File: src/rtl/serial_rx_pkg.sv
package serial_rx_pkg;

  typedef enum logic [1:0] {
    PAR_NONE = 2'd0,
    PAR_ODD  = 2'd1,
    PAR_EVEN = 2'd2
  } parity_e;

  // Buffer size selected by the BUF_SEL parameter; 0 means no buffer.
  function automatic int buf_depth(input int sel);
    if (sel <= 0) return 0;
    if (sel <= 2) return 4;
    return 1 << (sel - 1);
  endfunction

endpackage

File: src/rtl/rx_line_sync.sv
module rx_line_sync #(
  parameter int STAGES = 2
) (
  input  logic clk,
  input  logic rst_n,
  input  logic din,
  output logic level,
  output logic fall
);

  // sh[STAGES-1] is the synchronized level; sh[STAGES] holds the previous one.
  logic [STAGES:0] sh;

  always_ff @(posedge clk) begin
    if (!rst_n) sh <= '1;
    else        sh <= {sh[STAGES-1:0], din};
  end

  assign level = sh[STAGES-1];
  assign fall  = sh[STAGES] & ~sh[STAGES-1];

endmodule

File: src/rtl/rx_half_tick.sv
module rx_half_tick #(
  parameter int unsigned CLK_HZ  = 50_000_000,
  parameter int unsigned BAUD_HZ = 115_200
) (
  input  logic clk,
  input  logic rst_n,
  input  logic restart,
  input  logic run,
  output logic tick
);

  // Phase accumulator that advances by 2*BAUD each clock and wraps at CLK.
  // Each wrap marks a half-bit instant. Seeding with BAUD rounds every
  // instant to the nearest clock.
  localparam int PW = $clog2(CLK_HZ + 2 * BAUD_HZ + 1) + 1;
  localparam logic [PW-1:0] LIM  = PW'(CLK_HZ);
  localparam logic [PW-1:0] STEP = PW'(2 * BAUD_HZ);
  localparam logic [PW-1:0] SEED = PW'(BAUD_HZ);

  logic [PW-1:0] ph;
  logic [PW-1:0] ph_sum;

  assign ph_sum = ph + STEP;
  assign tick   = run && (ph_sum >= LIM);

  always_ff @(posedge clk) begin
    if (!rst_n || restart) ph <= SEED;
    else if (run)          ph <= tick ? (ph_sum - LIM) : ph_sum;
  end

endmodule

File: src/rtl/rx_frame_fsm.sv
module rx_frame_fsm
  import serial_rx_pkg::*;
#(
  parameter parity_e PARITY = PAR_NONE
) (
  input  logic       clk,
  input  logic       rst_n,
  input  logic       level,
  input  logic       fall,
  input  logic       tick,
  output logic       run,
  output logic       restart,
  output logic [7:0] data,
  output logic       done
);

  typedef enum logic {ST_IDLE, ST_BUSY} st_e;

  // Slot 0 is the start bit, slots 1..8 the data, then parity (if any), then stop.
  localparam logic [3:0] STOP_SLOT = (PARITY == PAR_NONE) ? 4'd9 : 4'd10;

  st_e        state;
  logic [4:0] hcnt;
  logic [4:0] hnext;
  logic [3:0] slot;
  logic [7:0] shreg;
  logic       par_bit;
  logic       par_ok;

  assign hnext   = hcnt + 5'd1;
  assign slot    = hnext[4:1];
  assign run     = (state == ST_BUSY);
  assign restart = (state == ST_IDLE) && fall;

  always_comb begin
    if (PARITY == PAR_NONE) par_ok = 1'b1;
    else                    par_ok = ((^{shreg, par_bit}) == (PARITY == PAR_ODD));
  end

  always_ff @(posedge clk) begin
    if (!rst_n) begin
      state   <= ST_IDLE;
      hcnt    <= '0;
      shreg   <= '0;
      par_bit <= 1'b0;
      data    <= '0;
      done    <= 1'b0;
    end else begin
      done <= 1'b0;
      case (state)
        ST_IDLE: begin
          if (fall) begin
            state <= ST_BUSY;
            hcnt  <= '0;
          end
        end
        ST_BUSY: begin
          if (tick) begin
            hcnt <= hnext;
            if (hnext[0]) begin
              if (slot == 4'd0) begin
                if (level) state <= ST_IDLE;
              end else if (slot <= 4'd8) begin
                shreg <= {level, shreg[7:1]};
              end else if (slot == STOP_SLOT) begin
                state <= ST_IDLE;
                if (level && par_ok) begin
                  data <= shreg;
                  done <= 1'b1;
                end
              end else begin
                par_bit <= level;
              end
            end
          end
        end
        default: state <= ST_IDLE;
      endcase
    end
  end

endmodule

File: src/rtl/rx_byte_fifo.sv
module rx_byte_fifo #(
  parameter int DEPTH = 4
) (
  input  logic       clk,
  input  logic       rst_n,
  input  logic       push,
  input  logic [7:0] push_data,
  input  logic       out_ready,
  output logic       out_valid,
  output logic [7:0] out_data,
  output logic       dropped
);

  localparam int AW = (DEPTH > 1) ? $clog2(DEPTH) : 1;
  localparam logic [AW:0] FULL = (AW + 1)'(DEPTH);

  logic [7:0]  mem [DEPTH];
  logic [AW-1:0] wp, rp;
  logic [AW:0] mem_cnt;
  logic [AW:0] occ;
  logic        pop, accept, fetch;

  assign pop    = out_valid && out_ready;
  assign accept = push && (occ != FULL);
  assign fetch  = (!out_valid || pop) && (mem_cnt != '0);

  // Storage array without reset, written and read on the clock.
  always_ff @(posedge clk) begin
    if (accept) mem[wp] <= push_data;
  end

  always_ff @(posedge clk) begin
    if (fetch) out_data <= mem[rp];
  end

  always_ff @(posedge clk) begin
    if (!rst_n) begin
      wp        <= '0;
      rp        <= '0;
      mem_cnt   <= '0;
      occ       <= '0;
      out_valid <= 1'b0;
      dropped   <= 1'b0;
    end else begin
      dropped <= push && (occ == FULL);
      if (accept) wp <= wp + 1'b1;
      if (fetch)  rp <= rp + 1'b1;
      mem_cnt <= mem_cnt + (AW + 1)'(accept) - (AW + 1)'(fetch);
      occ     <= occ + (AW + 1)'(accept) - (AW + 1)'(pop);
      if (fetch)    out_valid <= 1'b1;
      else if (pop) out_valid <= 1'b0;
    end
  end

endmodule

File: src/rtl/serial_byte_rx.sv
module serial_byte_rx
  import serial_rx_pkg::*;
#(
  parameter int unsigned CLK_HZ  = 50_000_000,
  parameter int unsigned BAUD_HZ = 115_200,
  parameter parity_e     PARITY  = PAR_NONE,
  parameter int          BUF_SEL = 0
) (
  input  logic       clk,
  input  logic       rst_n,
  input  logic       rx_line,
  input  logic       m_ready,
  output logic       m_valid,
  output logic [7:0] m_data,
  output logic       overflow
);

  localparam int DEPTH = buf_depth(BUF_SEL);

  logic       level, fall, tick, run, restart, done;
  logic [7:0] byte_q;

  rx_line_sync #(.STAGES(2)) u_sync (
    .clk   (clk),
    .rst_n (rst_n),
    .din   (rx_line),
    .level (level),
    .fall  (fall)
  );

  rx_half_tick #(.CLK_HZ(CLK_HZ), .BAUD_HZ(BAUD_HZ)) u_tick (
    .clk     (clk),
    .rst_n   (rst_n),
    .restart (restart),
    .run     (run),
    .tick    (tick)
  );

  rx_frame_fsm #(.PARITY(PARITY)) u_fsm (
    .clk     (clk),
    .rst_n   (rst_n),
    .level   (level),
    .fall    (fall),
    .tick    (tick),
    .run     (run),
    .restart (restart),
    .data    (byte_q),
    .done    (done)
  );

  if (DEPTH == 0) begin : g_direct
    always_ff @(posedge clk) begin
      if (!rst_n) begin
        m_valid  <= 1'b0;
        m_data   <= '0;
        overflow <= 1'b0;
      end else begin
        m_valid  <= done;
        overflow <= 1'b0;
        if (done) m_data <= byte_q;
      end
    end
  end else begin : g_buffered
    rx_byte_fifo #(.DEPTH(DEPTH)) u_fifo (
      .clk       (clk),
      .rst_n     (rst_n),
      .push      (done),
      .push_data (byte_q),
      .out_ready (m_ready),
      .out_valid (m_valid),
      .out_data  (m_data),
      .dropped   (overflow)
    );
  end

endmodule

File: config.mk
export PLATFORM = sky130hd
export DESIGN_NAME = serial_byte_rx
export DESIGN_NICKNAME = d
export VERILOG_FILES = /design/src/rtl/serial_rx_pkg.sv /design/src/rtl/rx_line_sync.sv /design/src/rtl/rx_half_tick.sv /design/src/rtl/rx_frame_fsm.sv /design/src/rtl/rx_byte_fifo.sv /design/src/rtl/serial_byte_rx.sv
export SDC_FILE = /design/constraint.sdc
export NUM_CORES = 1
export LEC_CHECK = 0
export ABC_AREA = 1
export BUFFER_PORTS_ARGS = -buffer_cell sky130_fd_sc_hd__buf_2
export CAP_MARGIN = 20
export CORE_MARGIN = 5
export CORE_UTILIZATION = 29
export DETAILED_ROUTE_END_ITERATION = 8
export PLACE_DENSITY = 0.52
export SLEW_MARGIN = 20
export SYNTH_ARGS = -nofsm -noshare
export SYNTH_HDL_FRONTEND = slang
export SYNTH_HIERARCHICAL = 1
export SYNTH_SLANG_ARGS = --single-unit
File: constraint.sdc
create_clock -name clk -period 4.1 [get_ports clk]
set_clock_uncertainty 0.1 [all_clocks]
set_input_delay 0.82 -clock clk [delete_from_list [all_inputs] [get_ports clk]]
set_output_delay 0.82 -clock clk [all_outputs]
set_load 0.005 [all_outputs]
==> reports/metrics.yaml, run 1 <==
dr.pass1.iters: 6
cts.path.max_buffers: 2
crit_fanout: 16
wl_mm: 7.283
synth_edf_count: 0
critPathCaptureType: "flop"
vias: 3160
worstMarginPinSlew_ps: 608.8
hold_depth: 2
cts_resized: 0
cts_buffers: 5
r2r-start: "u_tick/ph[10]"
synth_top_cell_by_area: "dfxtp_1"
ys_seq_elements: 55
drtAntennaViolNets: 0
cts_setup_buffers: 0
nFillCells: 1318
cts_tree: "yes"
max_slew_margin_pct: 59.35
dpl.hpwl_mm: 5.185
rows: 39
worstHoldStart: "u_sync/sh[0]"
worstSetupPathType: "reg -> reg"
synthMostInstantiatedCell: "nand2_1"
hold_viol_final: 0
die_h_um: 118.1
ys_seq_area_share_pct: 32.51
place_congestion: 0.8164
arrival_ps: 3540
netlist_top_cells_count: "nand2_1 (178), inv_1 (84), nor2_1 (71)"
ys_async_sr_fraction_pct: 0
grt_pass1_wl_mm: 12.67
clk_latency_ps: 300
drt_iter0_markers: 145
drc_errors: 0
powerDensity_nw_per_um2: 303.7
tns_ps: 0
reg2regPathDepth: 23
antenna_found_initial: 0
place_worst_setup_slack_ps: 637.7
initial_core_util_pct: 29.66
track_usage_pct: 10.60
grt_max_degree: 32
final_cell_count_no_fill: 712
setup-violations-final: 0
syn_inst: 562
finalPower_uw: 1124
htreeDepth: 2
p_leak_uw: 0.001707
synthFlopType: "dfxtp_1"
finalCritPeriodShare_pct: 83.68
grt_overflow: 0
cts.sinks: 55
final.setup.worst_slack_ps: 669.2
synth_top_area_share_pct: 32.51
dieArea_um2: 13940
grt_pass1_vias: 2737
portBuffers: 11
max_cap_violations: 0
required_ps: 4210
wl_per_cell_um: 10.23
drive_gt1_share_pct: 10.54
syn2layout_area_growth_pct: 9.309
synth_cell_types: 32
layout.nets: 576
antenna_cells: 0
worstSetupStartpointType: "flop"
cts_hold_buf: 0
status: "finished clean"
period_needed_ps: 3431
cts_root_buffer: "clkbuf_16"
peakVddDrop_uv: 153.5
hold_end: "u_sync/sh[1]"
clk_pin_slew_ps: 80
timing.rr.end: "u_fsm/data[5]"
io_pins: 14
syn_area_per_cell_um2: 6.027
worst_hold_path_type: "reg -> reg"
slew_violations: 0
fp.dieW_um: 118.1
ys_warn_count: 6
max_freq_mhz: 291.5
dp.cells: 704
regToRegSetupSlack_ps: 670
core_area_um2: 11420
rsz0062_at_grt: "no"
synth_area_um2: 3387
vias_per_cell: 4.438
synth_fp_nets: 570
synth_area_leaders: "dfxtp_1 (33%), nand2_1 (20%), inv_1 (9.3%)"
-- power breakdown --
group	switching (uW)	internal (uW)
sequential	13.7	545
clock	226	237
combinational	70.8	31.8
-- logic make-up after synthesis --
group	count (synthesis)	share of synthesized area [%]
other cells	1	0.1107
fa+ha+maj	4	1.478
simple gates	346	45.22
compound gates	47	7.277
flops	55	32.51
buf+inv	109	13.41
-- registers in the layout (all words and copies together), names as in the netlist --
name and flops:
u_tick/ph 20, m_data 8, u_fsm/data 8, u_fsm/shreg 8, u_fsm/hcnt 5, u_sync/sh 3, m_valid 1, u_fsm/done 1
u_fsm/run 1
-- placed cells by master, fill, tap and decap left out, drive strengths merged, types with 2 or more instances in the layout --
cell    count
clkinv      3
a31oi       2
dfxtp      55
ha          4
nor2       79
a21oi      26
nand3      48
nand4      14
buf        15
nand3b      4
inv        93
nor3        3
clkbuf      5
o211ai      2
nand2     196
o21ai      15
-- metal layers --
layer | up-vias | wire, um | GRT usage (%)
li1 | 1743 | - | -
met5 | - | 0 | 0
met1 | 1377 | 3704 | 14.38
met3 | 6 | 190 | 2.066
met4 | 0 | 86 | 3.011
met2 | 34 | 3302 | 17.05
-- worst max-delay path, cell delays in order, from the launching register on --
cell and delay (ps):
dfxtp_1 390, ha_1 230, nand2_2 100, inv_1 70, nand2_2 90, nand2_2 180, nand2_1 70, nand2_1 60
nand2_1 60, inv_1 70, nand2_1 80, nor2_4 170, nand3_2 90, nand2_2 80, nand2_2 80, inv_1 110
nand2_1 70, nor2_1 110, buf_4 200, nand2_1 130, nor3_4 530, nand2_1 110, nand2_1 90, nor2_1 40
-- layout make-up --
| type | count | area [um^2] | area share (%) |
|---|---|---|---|
| multi-input cells | 398 | 1832 | 49.48 |
| flip-flops and latches | 55 | 1101 | 29.74 |
| inverters | 93 | 349.1 | 9.429 |
| well taps | 143 | 178.9 | 4.833 |
| clock buffers | 5 | 125.1 | 3.380 |
| repair buffers | 15 | 85.08 | 2.298 |
| clock inverters | 3 | 31.28 | 0.8449 |
-- worst max-delay path by stage --
stage | slack (ps) | end | cells after the start | from
CTS | 630 | u_fsm/data[0] | 23 | u_tick/ph[10]
finish | 670 | u_fsm/data[5] | 23 | u_tick/ph[10]
detailed placement | 640 | u_fsm/data[0] | 23 | u_tick/ph[10]
global route | 230 | u_fsm/data[0] | 22 | u_tick/ph[10]
floorplan | 1280 | u_fsm/data[1] | 24 | u_tick/ph[10]
global placement | 640 | u_fsm/data[6] | 23 | u_tick/ph[10]
-- stage by stage --
step / hold slack (ps) / util, % / instance area (um^2)
global placement: 299.3 / 31.05 / 3546
floorplan: 279.5 / - / 3387
CTS: 311.8 / 32.42 / 3702
global route: 355.6 / 32.42 / 3702
detailed placement: 289.3 / 31.05 / 3546
finish: 306.4 / 32.42 / 3702
Note: power is estimated with default switching activity, not from simulation.
==> run 2: changes to the inputs <==
--- a/config.mk
+++ b/config.mk
@@ -5,13 +5,13 @@
 export SDC_FILE = /design/constraint.sdc
 export NUM_CORES = 1
 export LEC_CHECK = 0
-export ABC_AREA = 1
+export ABC_AREA = 0
 export BUFFER_PORTS_ARGS = -buffer_cell sky130_fd_sc_hd__buf_2
 export CAP_MARGIN = 20
 export CORE_MARGIN = 5
 export CORE_UTILIZATION = 29
 export DETAILED_ROUTE_END_ITERATION = 8
-export PLACE_DENSITY = 0.52
+export PLACE_DENSITY = 0.53
 export SLEW_MARGIN = 20
 export SYNTH_ARGS = -nofsm -noshare
 export SYNTH_HDL_FRONTEND = slang
==> constraint.sdc (replaced) <==
create_clock -name clk -period 2.8 [get_ports clk]
set_clock_uncertainty 0.1 [all_clocks]
set_input_delay 0.56 -clock clk [delete_from_list [all_inputs] [get_ports clk]]
set_output_delay 0.56 -clock clk [all_outputs]
set_load 0.005 [all_outputs]
==> reports/metrics.yaml, run 2 <==
status: "complete, but fails checks"
failed_checks: "negative setup slack"
cts_tree: "yes"
layout_common_cells: "buf_4 (86), nand2_1 (51), dfxtp_1 (50)"
max_slew_margin_pct: 56.45
cts.path.max_buffers: 2
syn_area_per_cell_um2: 8.178
path_depth: 15
cts_root_buffer: "clkbuf_16"
setup-violations-final: 18
power_frac_clock_pct: 41.5
cts.sinks: 55
netlist_top_cells_count: "dfxtp_1 (55), nand2_1 (54), mux2i_1 (30)"
dieArea_um2: 14920
dpl.hpwl_mm: 7.589
p_switching_uw: 439.0
syn_inst: 446
arrival_ps: 3000
grt_pass1_vias: 3480
hold_end: "u_sync/sh[1]"
cts_buffers: 5
final_cell_count_no_fill: 705
path_cells: "ha_4 > nand4_4 > buf_12 > nor4b_4 > o211a_1 > o22ai_4 > nor3_4 > o21ai_2 > inv_2 > nand2_4 > nor2_4 > o21ai_2 > nor3_2 > buf_4 > mux2i_1"
nFillCells: 1249
synth_cell_types: 79
ys_seq_area_share_pct: 30.19
vias: 3719
drive_gt1_share_pct: 36.02
path_buf_inv: 3
regMostFlops: "u_tick/ph"
synth_top_area_share_pct: 30.19
die_h_um: 122.1
worstHoldStart: "u_sync/sh[0]"
drc_errors: 0
internal-power_uw: 1201
period_needed_ps: 2858
reg2regPathDepth: 15
synth_top_cell_by_area: "dfxtp_1"
final.setup.worst_slack_ps: -57.74
hold_viol_final: 0
powerDensity_nw_per_um2: 319.9
core_area_um2: 12470
syn2layout_area_growth_pct: 40.55
clk_latency_ps: 310
worst_hold_path_type: "reg -> reg"
crit_slowest_cell: "dfxtp_4"
clk_pin_slew_ps: 80
synthFlopType: "dfxtp_1"
hold_depth: 1
io_pins: 14
worstMarginPinSlew_ps: 653.2
cts_hold_buf: 0
antenna_found_initial: 0
ys_seq_elements: 55
finalCritPeriodShare_pct: 102.1
worstSetupStartpointType: "flop"
fp.dieW_um: 122.1
p_sw_share_pct: 26.77
crit_start: "u_tick/ph[10]"
power_frac_comb_pct: 9.2
slowest_delay_ps: 370
drt_iter0_markers: 208
ys_async_sr_fraction_pct: 0
initial_core_util_pct: 29.26
crit_fanout: 5
p_seq_share_pct: 49.2
grt_pass1_wl_mm: 17.31
drtAntennaViolNets: 0
portBuffers: 11
dr.pass1.iters: 5
final_common_cell: "buf_4"
peakVddDrop_uv: 358.3
wl_mm: 10.95
r2r-start: "u_tick/ph[10]"
max_freq_mhz: 349.9
post-route-util_pct: 41.12
synth_area_um2: 3647
dp.cells: 679
timing.rr.end: "u_fsm/data[3]"
rsz0062_at_grt: "yes"
regToRegSetupSlack_ps: -60
track_usage_pct: 14.57
grt_max_degree: 36
synth_area_leaders: "dfxtp_1 (30%), mux2i_1 (8.2%), nand2_1 (5.6%)"
grt_overflow: 0
max_cap_violations: 0
rows: 41
vias_per_cell: 5.275
antenna_cells: 0
largest_register_ffs: 20
wl_per_cell_um: 15.53
critical-path-top-delay-family: "simple AND/OR/NAND/NOR gates"
synthMostInstantiatedCell: "dfxtp_1"
worstSetupPathType: "reg -> reg"
synth_edf_count: 0
htreeDepth: 2
synth_fp_nets: 454
finalPower_uw: 1640
holdWs_ps: 314.5
required_ps: 2940
slew_violations: 0
place_congestion: 0.8507
layout.nets: 540
ys_warn_count: 6
p_leak_uw: 0.001847
path_common_cell: "o21ai_2"
critPathCaptureType: "flop"
[run 2: logic make-up after synthesis]
family	synth area share, %
simple gates	27.82
compound gates	24.50
flops	30.19
buf+inv	5.146
mux	8.233
xor+xnor	2.641
fa+ha+maj	1.372
other cells	0.1028
[run 2: worst max path at each step]
stage / to / slack, ps
3_5_place_dp: u_tick/ph[10] / -140
6_report: u_fsm/data[3] / -60
3_3_place_gp: u_tick/ph[10] / -100
5_1_grt: u_fsm/data[0] / -200
4_1_cts: u_fsm/data[3] / -70
2_1_floorplan: u_fsm/data[1] / -30
[run 2: worst reg2reg max path: cells and delay by family (launching register included)]
family | cells | cell delay [ps]
AND/OR/NAND/NOR | 6 | 920
flip-flops | 1 | 370
AO/OA/AOI/OAI | 4 | 550
buffers and inverters | 3 | 490
adder cells (fa/ha/maj) | 1 | 170
multiplexers | 1 | 190
[run 2: routing by layer]
metal	vias up	global-route usage [%]	wire length, um
met2	81	23.86	5290
met3	14	3.018	416
li1	1838	-	-
met5	-	0	0
met1	1786	18.74	5012
met4	0	5.808	227
[run 2: area by class of cell]
class	count	area [um^2]	share of cell area, %
inverters	10	37.54	0.7322
well taps	172	215.2	4.198
flip-flops and latches	55	1112	21.70
multi-input cells	352	2751	53.67
clock buffers	5	125.1	2.441
clock inverters	3	33.78	0.6590
repair buffers	108	850.8	16.60
[run 2: stage by stage]
| step | setup TNS [ps] | cell area (um^2) | setup slack [ps] |
|---|---|---|---|
| floorplan | -268.2 | 3755 | -33.56 |
| global placement | -888.2 | 4471 | -97.86 |
| CTS | -480.3 | 4752 | -65.30 |
| detailed placement | -1648 | 4471 | -139.7 |
| finish | -563.6 | 5126 | -57.74 |
| global route | -3987 | 5126 | -202.4 |
[run 2: what timing repair did]
| action | in CTS | in global routing |
|---|---|---|
| setup buffers | 4 | 14 |
| endpoints found under the setup margin | 31 | 39 |
| gates resized for setup | 23 | 56 |
| hold endpoints to repair | 0 | 0 |
| cloned | 1 | 0 |
| pin swaps | 15 | 30 |
[run 2: power by group through the flow]
stage | Sequential [uW] | Combinational, uW | Clock (uW)
3_3_place_gp | 824 | 136 | 0
4_1_cts | 807 | 140 | 710
2_1_floorplan | 821 | 94.2 | 0
5_1_grt | 810 | 165 | 747
3_5_place_dp | 825 | 138 | 0
6_report | 807 | 152 | 681
